[config.mk]
export PLATFORM = sky130hd
export DESIGN_NAME = stack_limit_guard
export DESIGN_NICKNAME = d
export VERILOG_FILES = /design/src/rtl/slg_pkg.sv /design/src/rtl/slg_limit_reg.sv /design/src/rtl/slg_bound_cmp.sv /design/src/rtl/slg_status.sv /design/src/rtl/stack_limit_guard.sv
export SDC_FILE = /design/constraint.sdc
export NUM_CORES = 1
export LEC_CHECK = 0
export BUFFER_PORTS_ARGS = -buffer_cell sky130_fd_sc_hd__clkbuf_2
export CAP_MARGIN = 20
export CORE_ASPECT_RATIO = 0.75
export CORE_MARGIN = 2
export CORE_UTILIZATION = 42
export DETAILED_ROUTE_END_ITERATION = 8
export PLACE_DENSITY_LB_ADDON = 0.1
export SLEW_MARGIN = 10
export SYNTH_ARGS = -nofsm -noshare
export SYNTH_HDL_FRONTEND = slang
export SYNTH_SLANG_ARGS = --single-unit
[constraint.sdc]
create_clock -name clk -period 2.8 [get_ports clk]
set_input_delay 0.56 -clock clk [delete_from_list [all_inputs] [get_ports clk]]
set_output_delay 0.56 -clock clk [all_outputs]
set_load 0.02 [all_outputs]
[src/rtl/slg_pkg.sv]
package slg_pkg;

    localparam int STS_W   = 8;
    localparam int OVF_BIT = 4;

    typedef enum logic [1:0] {
        ROUTE_NONE  = 2'd0,
        ROUTE_USAGE = 2'd1,
        ROUTE_HARD  = 2'd2
    } route_e;

    typedef struct packed {
        logic   below;
        route_e route;
    } verdict_t;

    function automatic route_e pick_route(input logic below, input logic usage_en);
        if (!below)        return ROUTE_NONE;
        else if (usage_en) return ROUTE_USAGE;
        else               return ROUTE_HARD;
    endfunction

endpackage

[src/rtl/slg_limit_reg.sv]
module slg_limit_reg #(
    parameter int ADDR_W     = 32,
    parameter int ALIGN_LOG2 = 3
) (
    input  logic              clk,
    input  logic              rst,
    input  logic              wr_en,
    input  logic [ADDR_W-1:0] wr_data,
    output logic [ADDR_W-1:0] limit
);

    logic [ADDR_W-1:0] aligned;

    generate
        if (ALIGN_LOG2 > 0) begin : g_mask
            assign aligned = {wr_data[ADDR_W-1:ALIGN_LOG2], {ALIGN_LOG2{1'b0}}};
        end else begin : g_pass
            assign aligned = wr_data;
        end
    endgenerate

    always_ff @(posedge clk) begin
        if (rst)        limit <= '0;
        else if (wr_en) limit <= aligned;
    end

endmodule

[src/rtl/slg_bound_cmp.sv]
module slg_bound_cmp
    import slg_pkg::*;
#(
    parameter int ADDR_W = 32
) (
    input  logic              valid,
    input  logic [ADDR_W-1:0] addr,
    input  logic [ADDR_W-1:0] limit,
    input  logic              usage_en,
    output verdict_t          verdict
);

    always_comb begin
        verdict.below = valid && (addr < limit);
        verdict.route = pick_route(verdict.below, usage_en);
    end

endmodule

[src/rtl/slg_status.sv]
module slg_status
    import slg_pkg::*;
(
    input  logic             clk,
    input  logic             rst,
    input  logic             set,
    input  logic             clr_we,
    input  logic [STS_W-1:0] clr_data,
    output logic [STS_W-1:0] status
);

    logic ovf_q;

    always_ff @(posedge clk) begin
        if (rst)                             ovf_q <= 1'b0;
        else if (set)                        ovf_q <= 1'b1;
        else if (clr_we && clr_data[OVF_BIT]) ovf_q <= 1'b0;
    end

    always_comb begin
        status          = '0;
        status[OVF_BIT] = ovf_q;
    end

endmodule

[src/rtl/stack_limit_guard.sv]
module stack_limit_guard
    import slg_pkg::*;
#(
    parameter int ADDR_W     = 32,
    parameter int ALIGN_LOG2 = 3
) (
    input  logic              clk,
    input  logic              rst,
    input  logic              lim_wr_en,
    input  logic [ADDR_W-1:0] lim_wr_data,
    output logic [ADDR_W-1:0] lim_rd_data,
    input  logic              acc_valid,
    input  logic [ADDR_W-1:0] acc_addr,
    input  logic              route_usage_en,
    input  logic              sts_wr_en,
    input  logic [7:0]        sts_wr_data,
    output logic [7:0]        sts_rd_data,
    output logic              mem_we,
    output logic              usage_fault,
    output logic              hard_fault
);

    logic [ADDR_W-1:0] limit_q;
    verdict_t          verdict;

    slg_limit_reg #(.ADDR_W(ADDR_W), .ALIGN_LOG2(ALIGN_LOG2)) u_limit (
        .clk     (clk),
        .rst     (rst),
        .wr_en   (lim_wr_en),
        .wr_data (lim_wr_data),
        .limit   (limit_q)
    );

    slg_bound_cmp #(.ADDR_W(ADDR_W)) u_cmp (
        .valid    (acc_valid),
        .addr     (acc_addr),
        .limit    (limit_q),
        .usage_en (route_usage_en),
        .verdict  (verdict)
    );

    slg_status u_sts (
        .clk      (clk),
        .rst      (rst),
        .set      (verdict.below),
        .clr_we   (sts_wr_en),
        .clr_data (sts_wr_data),
        .status   (sts_rd_data)
    );

    assign lim_rd_data = limit_q;
    assign mem_we      = acc_valid && !verdict.below;
    assign usage_fault = (verdict.route == ROUTE_USAGE);
    assign hard_fault  = (verdict.route == ROUTE_HARD);

endmodule

### Word level (Yosys, flattened, before mapping)

Index checks and enable logic that the tools add are counted.

| operators by class | value |
|---|---|
| $lt $le $gt $ge | 1 |
| equality and inequality tests | 2 |
| mux-type cells | 4 |
| reductions and logical operators | 5 |

Operator list:

| cell | number |
|---|---|
| 32-bit < comparator | 1 |
| 2-bit two-way mux | 2 |
| 1-bit logical AND | 3 |
| 2-bit by 1-bit equality test with 1-bit output, second input constant | 1 |
| 2-bit equality test, second input constant | 1 |
| 1-bit two-way mux | 2 |
| 2-bit nonzero test | 1 |
| 1-bit zero test | 1 |

| storage, ports and cells | value |
|---|---|
| register bits | 30 |
| bits of input ports | 78 |
| output and inout port bits | 43 |
| word-level logic and storage cells | 14 |

### Logic depth before layout (Yosys ltp)

| logic depth | value |
|---|---|
| depth after elaboration | 4 |
| gate-level depth with buffers | 8 |
| depth with buffers taken out | 8 |

### Hierarchy

From an unflattened synthesis, not the netlist that was laid out.

| second synthesis, totals | value |
|---|---|
| cell total of the unflattened synthesis | 227 |
| area total of the unflattened synthesis | 1998.2 um^2 |

By module, submodules not included:

| module | instances | cells an instance | area each (um^2) | seq. area each (um^2) |
|---|---|---|---|---|
| slg_limit_reg | 1 | 97 | 1058.5 | 580.6 |
| slg_bound_cmp | 1 | 114 | 812.0 | 0.0 |
| slg_status | 1 | 13 | 106.4 | 20.0 |
| stack_limit_guard | 1 | 3 | 21.3 | 0.0 |

### Worst setup path before layout

Ideal clock, no wire load.

| timing | value |
|---|---|
| path type | in2out |
| start point | input acc_addr[9] |
| end point | output usage_fault |
| arrival | 2454 ps |
| required time | 2240 ps |
| slack | -214 ps |
| stages on the path | 7 |
| buffers on the path | 0 |
| path through | ha_1 > a21o_1 > nand3_1 > a21oi_1 > a2111oi_2 > a2111oi_4 > nor4b_1 |

| between the ends | value |
|---|---|
| cells in the longest elaborated chain, start to end | 4 |

Ends and longest elaborated chain:

| item | line | RTL |
|---|---|---|
| start, declared | stack_limit_guard.sv:13 | `input logic [ADDR_W-1:0] acc_addr,` |
| 32-bit < comparator | slg_bound_cmp.sv:14 | `verdict.below = valid && (addr < limit);` |
| 1-bit logical AND | slg_bound_cmp.sv:14 |  |
| 2-bit two-way mux | slg_pkg.sv:18 | `if (!below) return ROUTE_NONE;` |
| 2-bit by 1-bit equality test with 1-bit output | stack_limit_guard.sv:53 | `assign usage_fault = (verdict.route == ROUTE_USAGE);` |
| end, declared | stack_limit_guard.sv:19 | `output logic usage_fault,` |

Every way passes these cells.

### Worst setup path after layout

| timing | value |
|---|---|
| start point | input acc_addr[4] |
| end point | output mem_we |

| between the ends | value |
|---|---|
| cells in the longest elaborated chain, start to end | 4 |

Ends and longest elaborated chain:

| item | line | RTL |
|---|---|---|
| 32-bit < comparator | slg_bound_cmp.sv:14 |  |
| 1-bit logical AND | slg_bound_cmp.sv:14 |  |
| 1-bit zero test | -- |  |
| 1-bit logical AND | stack_limit_guard.sv:52 | `assign mem_we = acc_valid && !verdict.below;` |
| end, declared | stack_limit_guard.sv:18 | `output logic mem_we,` |

Every way passes these cells.

==> flow_summary.html <==
<table>
<tr><th>Metric</th><th>Value</th></tr>
<tr><th colspan="2">Status</th></tr>
<tr><td>Run status</td><td>complete, but fails checks</td></tr>
<tr><td>Violated checks</td><td>setup timing</td></tr>
<tr><th colspan="2">Clock network</th></tr>
<tr><td>Count of H-tree levels built during CTS</td><td>2</td></tr>
<tr><td>TritonCTS clock tree</td><td>built</td></tr>
<tr><td>Insertion delay of the later-clocked pin in the worst-skew pair</td><td>270 ps</td></tr>
<tr><td>CTS root buffer</td><td>sky130_fd_sc_hd__clkbuf_8</td></tr>
<tr><td>CTS Hold Bufs</td><td>0</td></tr>
<tr><td>Max Buffers Root-to-Sink</td><td>2</td></tr>
<tr><td>Clock tree sinks</td><td>30</td></tr>
<tr><td>Clock transition at the registers of the reported paths</td><td>roughly 60 ps</td></tr>
<tr><td>Number of buffers inserted during clock tree synthesis</td><td>5</td></tr>
<tr><th colspan="2">Yosys</th></tr>
<tr><td>Number of synthesis warnings</td><td>0</td></tr>
<tr><td>Post-Syn Area</td><td>1870 µm²</td></tr>
<tr><td>Library cell with the largest summed area after synthesis</td><td>sky130_fd_sc_hd__dfxtp_1</td></tr>
<tr><td>Main area contributors after synthesis</td><td>sky130_fd_sc_hd__dfxtp_1 (32%), sky130_fd_sc_hd__ha_1 (19%), sky130_fd_sc_hd__mux2i_1 (16%), sky130_fd_sc_hd__nor2_1 (6.4%), sky130_fd_sc_hd__inv_1 (5.6%)</td></tr>
<tr><td>Share of the synthesized area in the top cell type</td><td>~32%</td></tr>
<tr><td>Mapped Cells</td><td>209</td></tr>
<tr><td>Synthesized area per cell</td><td>around 9 µm²</td></tr>
<tr><td>Register area share after synthesis</td><td>32.1%</td></tr>
<tr><td>Total of flip-flops plus latches after synthesis</td><td>30</td></tr>
<tr><td>Number of unique standard cell types used by synthesis</td><td>30</td></tr>
<tr><th colspan="2">Critical path</th></tr>
<tr><td>Arrival @ worst endpoint</td><td>between 2000 and 2500 ps</td></tr>
<tr><td>Crit path cell chain</td><td>clkbuf_2 -&gt; ha_4 -&gt; nand2_2 -&gt; o21ai_2 -&gt; nand3_1 -&gt; a211o_1 -&gt; a2111oi_4 -&gt; o31a_1 -&gt; clkbuf_8</td></tr>
<tr><td>Critical path's largest stage delay</td><td>approximately 430 ps</td></tr>
<tr><td>Number of buffer and inverter instances along the worst setup path</td><td>2</td></tr>
<tr><td>Register-to-register setup slack</td><td>~660 ps</td></tr>
<tr><td>Worst R2R Path Depth</td><td>10</td></tr>
<tr><td>Total number of cells along the worst setup path</td><td>9</td></tr>
<tr><td>Required time reported for the critical path endpoint</td><td>~2200 ps</td></tr>
<tr><td>Highest fanout seen on the critical path</td><td>4</td></tr>
<tr><td>Endpoint class of the critical path</td><td>primary output</td></tr>
<tr><td>Cell type of the slowest stage on the worst timing path</td><td>sky130_fd_sc_hd__a2111oi_4</td></tr>
<tr><td>Worst setup SP type</td><td>primary input</td></tr>
<tr><td>Category of cells accounting for the largest share of critical-path delay</td><td>compound AO/OA/AOI/OAI gates</td></tr>
<tr><td>Path type of the worst setup path</td><td>in -&gt; out</td></tr>
<tr><th colspan="2">Timing</th></tr>
<tr><td>Max-slew violation count</td><td>0</td></tr>
<tr><td>Hold Fails Final Rpt</td><td>0</td></tr>
<tr><td>Post-route setup slack</td><td>-66.5 ps</td></tr>
<tr><td>Total negative setup slack</td><td>-66.5 ps</td></tr>
<tr><td>Unrepaired setup endpoints after global routing</td><td>true</td></tr>
<tr><td>Final count of negative-setup-slack endpoints</td><td>1</td></tr>
<tr><td>Max Clk Rate</td><td>about 350 MHz</td></tr>
<tr><td>Final Critical Period</td><td>~2900 ps</td></tr>
<tr><td>Period utilization</td><td>102%</td></tr>
<tr><td>Maximum clock skew at final layout</td><td>between 1.5 and 2 ps</td></tr>
<tr><th colspan="2">Cells and area</th></tr>
<tr><td>Signed area change from the synthesized netlist to the final layout</td><td>44.8%</td></tr>
<tr><td>Fraction of layout cells with a size suffix above 1</td><td>about 48%</td></tr>
<tr><td>Final Net Count</td><td>~430</td></tr>
<tr><td>Total inserted antenna cells</td><td>0</td></tr>
<tr><td>Final standard cell area without fillers</td><td>around 2700 µm²</td></tr>
<tr><td>Leading cell types in the layout, fill and taps excluded</td><td>sky130_fd_sc_hd__clkbuf_2 (93), sky130_fd_sc_hd__nor2_1 (32), sky130_fd_sc_hd__mux2i_1 (29), sky130_fd_sc_hd__inv_1 (26), sky130_fd_sc_hd__ha_1 (21)</td></tr>
<tr><td>Most common cell after layout, fill and taps aside</td><td>sky130_fd_sc_hd__clkbuf_2</td></tr>
<tr><th colspan="2">Placement</th></tr>
<tr><td>Worst slack after detailed placement</td><td>-182 ps</td></tr>
<tr><td>Placed Instance Area</td><td>roughly 2400 µm²</td></tr>
<tr><td>Final weighted congestion in routability-driven placement</td><td>0.740</td></tr>
<tr><td>HPWL Detailed</td><td>between 3000 and 4000 µm</td></tr>
<tr><td>Number of port buffers</td><td>just under 100</td></tr>
<tr><th colspan="2">Routing</th></tr>
<tr><td>DRC</td><td>0</td></tr>
<tr><td>Wire length per cell after detailed routing</td><td>11.8 µm</td></tr>
<tr><td>Via count</td><td>1740</td></tr>
<tr><td>DRT Pass-1 Iters</td><td>4</td></tr>
<tr><td>Drt initial violations</td><td>38</td></tr>
<tr><td>Via count normalized by instance count</td><td>about 4.7</td></tr>
<tr><td>Number of routed nets with antenna violations</td><td>0</td></tr>
<tr><td>Routed WL</td><td>4420 µm</td></tr>
<tr><th colspan="2">Global route</th></tr>
<tr><td>Number of global-route vias before repair</td><td>~1500</td></tr>
<tr><td>Initial antenna violation count</td><td>0</td></tr>
<tr><td>Pin count of the biggest net entering global routing</td><td>31</td></tr>
<tr><td>Wire length of the first global-routing pass</td><td>just under 7000 µm</td></tr>
<tr><td>GRT Resource Usage Total</td><td>about 18%</td></tr>
<tr><td>Gr ovfl total</td><td>0</td></tr>
<tr><th colspan="2">Floorplanning</th></tr>
<tr><td>Vertical die dimension</td><td>61.8 µm</td></tr>
<tr><td>Core footprint</td><td>a little over 4000 µm²</td></tr>
<tr><td>Starting Density</td><td>45.1%</td></tr>
<tr><td>Die X-Extent</td><td>just over 80 µm</td></tr>
<tr><td>Std-Cell Rows</td><td>20</td></tr>
<tr><td>Die outline area</td><td>between 5000 and 6000 µm²</td></tr>
<tr><td>I/O pin count</td><td>approximately 120</td></tr>
<tr><th colspan="2">Power and ir drop</th></tr>
<tr><td>Peak supply drop</td><td>0.348 mV</td></tr>
<tr><td>Leakage</td><td>~0.0014 µW</td></tr>
<tr><td>Post-route total power</td><td>1130 µW</td></tr>
<tr><td>Ratio of total power to cell area</td><td>417 nW/µm²</td></tr>
<tr><th colspan="2">Worst hold path</th></tr>
<tr><td>Worst Hold Path Cells</td><td>2</td></tr>
<tr><td>Class of the most critical hold timing path</td><td>reg -&gt; reg</td></tr>
<tr><th colspan="2">Run</th></tr>
<tr><td>Number of maximum-capacitance constraint violations</td><td>0</td></tr>
</table>
## registers in the layout, summed over array words and instances (netlist names)
register,count
u_limit.limit,29
u_sts.ovf_q,1
## worst paths after layout
check,from,to
worst min register to register,u_sts.ovf_q,u_sts.ovf_q
worst max-delay path,acc_addr[4],mem_we
worst min-delay path,u_sts.ovf_q,u_sts.ovf_q
worst max register to register,u_limit.limit[5],u_sts.ovf_q
## metal layers
layer / routed length, µm / vias up / global-route usage [%]
met5: 0 / - / 0
met4: 15 / 0 / 3.63
met3: 306 / 2 / 6.07
met2: 2000 / 61 / 30.6
met1: 2090 / 774 / 23.2
li1: - / 903 / -
## tightest hold or removal path: stages, from the launching register on
cell and delay, ps:
sky130_fd_sc_hd__dfxtp_1 310, sky130_fd_sc_hd__nand2_1 50, sky130_fd_sc_hd__o32ai_1 70
## kinds of logic (layout without fill, tap and decap cells)
kind of cell,Yosys count,in the layout,synth area share [%]
AOI/OAI and AO/OA,23,23,9.43
adders and majority gates,28,28,18.7
buffers and inverters,45,146,11.4
DFF,30,30,32.1
muxes,29,29,15.5
other,1,10,0.200
and+or+nand+nor,53,53,12.7
## power by group
group          switching, µW  internal (µW)
Combinational            176            159
Clock                    150            171
Sequential              18.8            456
Total                    345            786
## layout make-up
class                           instances  area (µm²)
Fill cell                             369        1440
Timing Repair Buffer                  111         611
Multi-Input combinational cell        143        1230
Tap cell                               55        68.8
Inverter                               28         105
Sequential cell                        30         619
Clock buffer                            7        76.3
## synth_stat cells
| library cell | n |
|---|---|
| sky130_fd_sc_hd__buf_4 | 11 |
| sky130_fd_sc_hd__conb_1 | 1 |
| sky130_fd_sc_hd__a2111oi_2 | 1 |
| sky130_fd_sc_hd__nor4_1 | 1 |
| sky130_fd_sc_hd__nand3_1 | 3 |
| sky130_fd_sc_hd__a21oi_1 | 10 |
| sky130_fd_sc_hd__buf_2 | 2 |
| sky130_fd_sc_hd__nor2_1 | 32 |
| sky130_fd_sc_hd__dfxtp_1 | 30 |
| sky130_fd_sc_hd__clkbuf_1 | 4 |
| sky130_fd_sc_hd__and2_0 | 1 |
| sky130_fd_sc_hd__o32ai_1 | 1 |
| sky130_fd_sc_hd__o31a_1 | 1 |
| sky130_fd_sc_hd__a21o_1 | 3 |
| sky130_fd_sc_hd__nand4_1 | 5 |
| sky130_fd_sc_hd__a2111oi_4 | 1 |
| sky130_fd_sc_hd__nor4b_1 | 1 |
| sky130_fd_sc_hd__a211o_1 | 1 |
| sky130_fd_sc_hd__o21ai_1 | 1 |
| sky130_fd_sc_hd__nand2_1 | 6 |
| sky130_fd_sc_hd__or3b_2 | 1 |
| sky130_fd_sc_hd__o21ai_0 | 1 |
| sky130_fd_sc_hd__mux2i_1 | 29 |
| sky130_fd_sc_hd__o211ai_1 | 1 |
| sky130_fd_sc_hd__ha_1 | 28 |
| sky130_fd_sc_hd__a221o_1 | 1 |
| sky130_fd_sc_hd__nand2b_1 | 1 |
| sky130_fd_sc_hd__nor2b_1 | 2 |
| sky130_fd_sc_hd__a211oi_1 | 1 |
| sky130_fd_sc_hd__inv_1 | 28 |
## through the flow
| step | cells | hold slack [ps] | utilization, % |
|---|---|---|---|
| 4_1_cts | 371 | 484 | 64.2 |
| 3_5_place_dp | 360 | 468 | 58.2 |
| 3_3_place_gp | 360 | 467 | 58.2 |
| 5_1_grt | 374 | 499 | 65.2 |
| 2_1_floorplan | 218 | 449 | - |
| 6_report | 374 | 477 | 65.2 |
## what timing repair did
item                       4_1_cts  5_1_grt
gates resized for setup         33        8
buffers inserted                 4        3
pin swaps                       18       11
setup endpoints to repair        3        3
(Power assumes the default switching activity.)
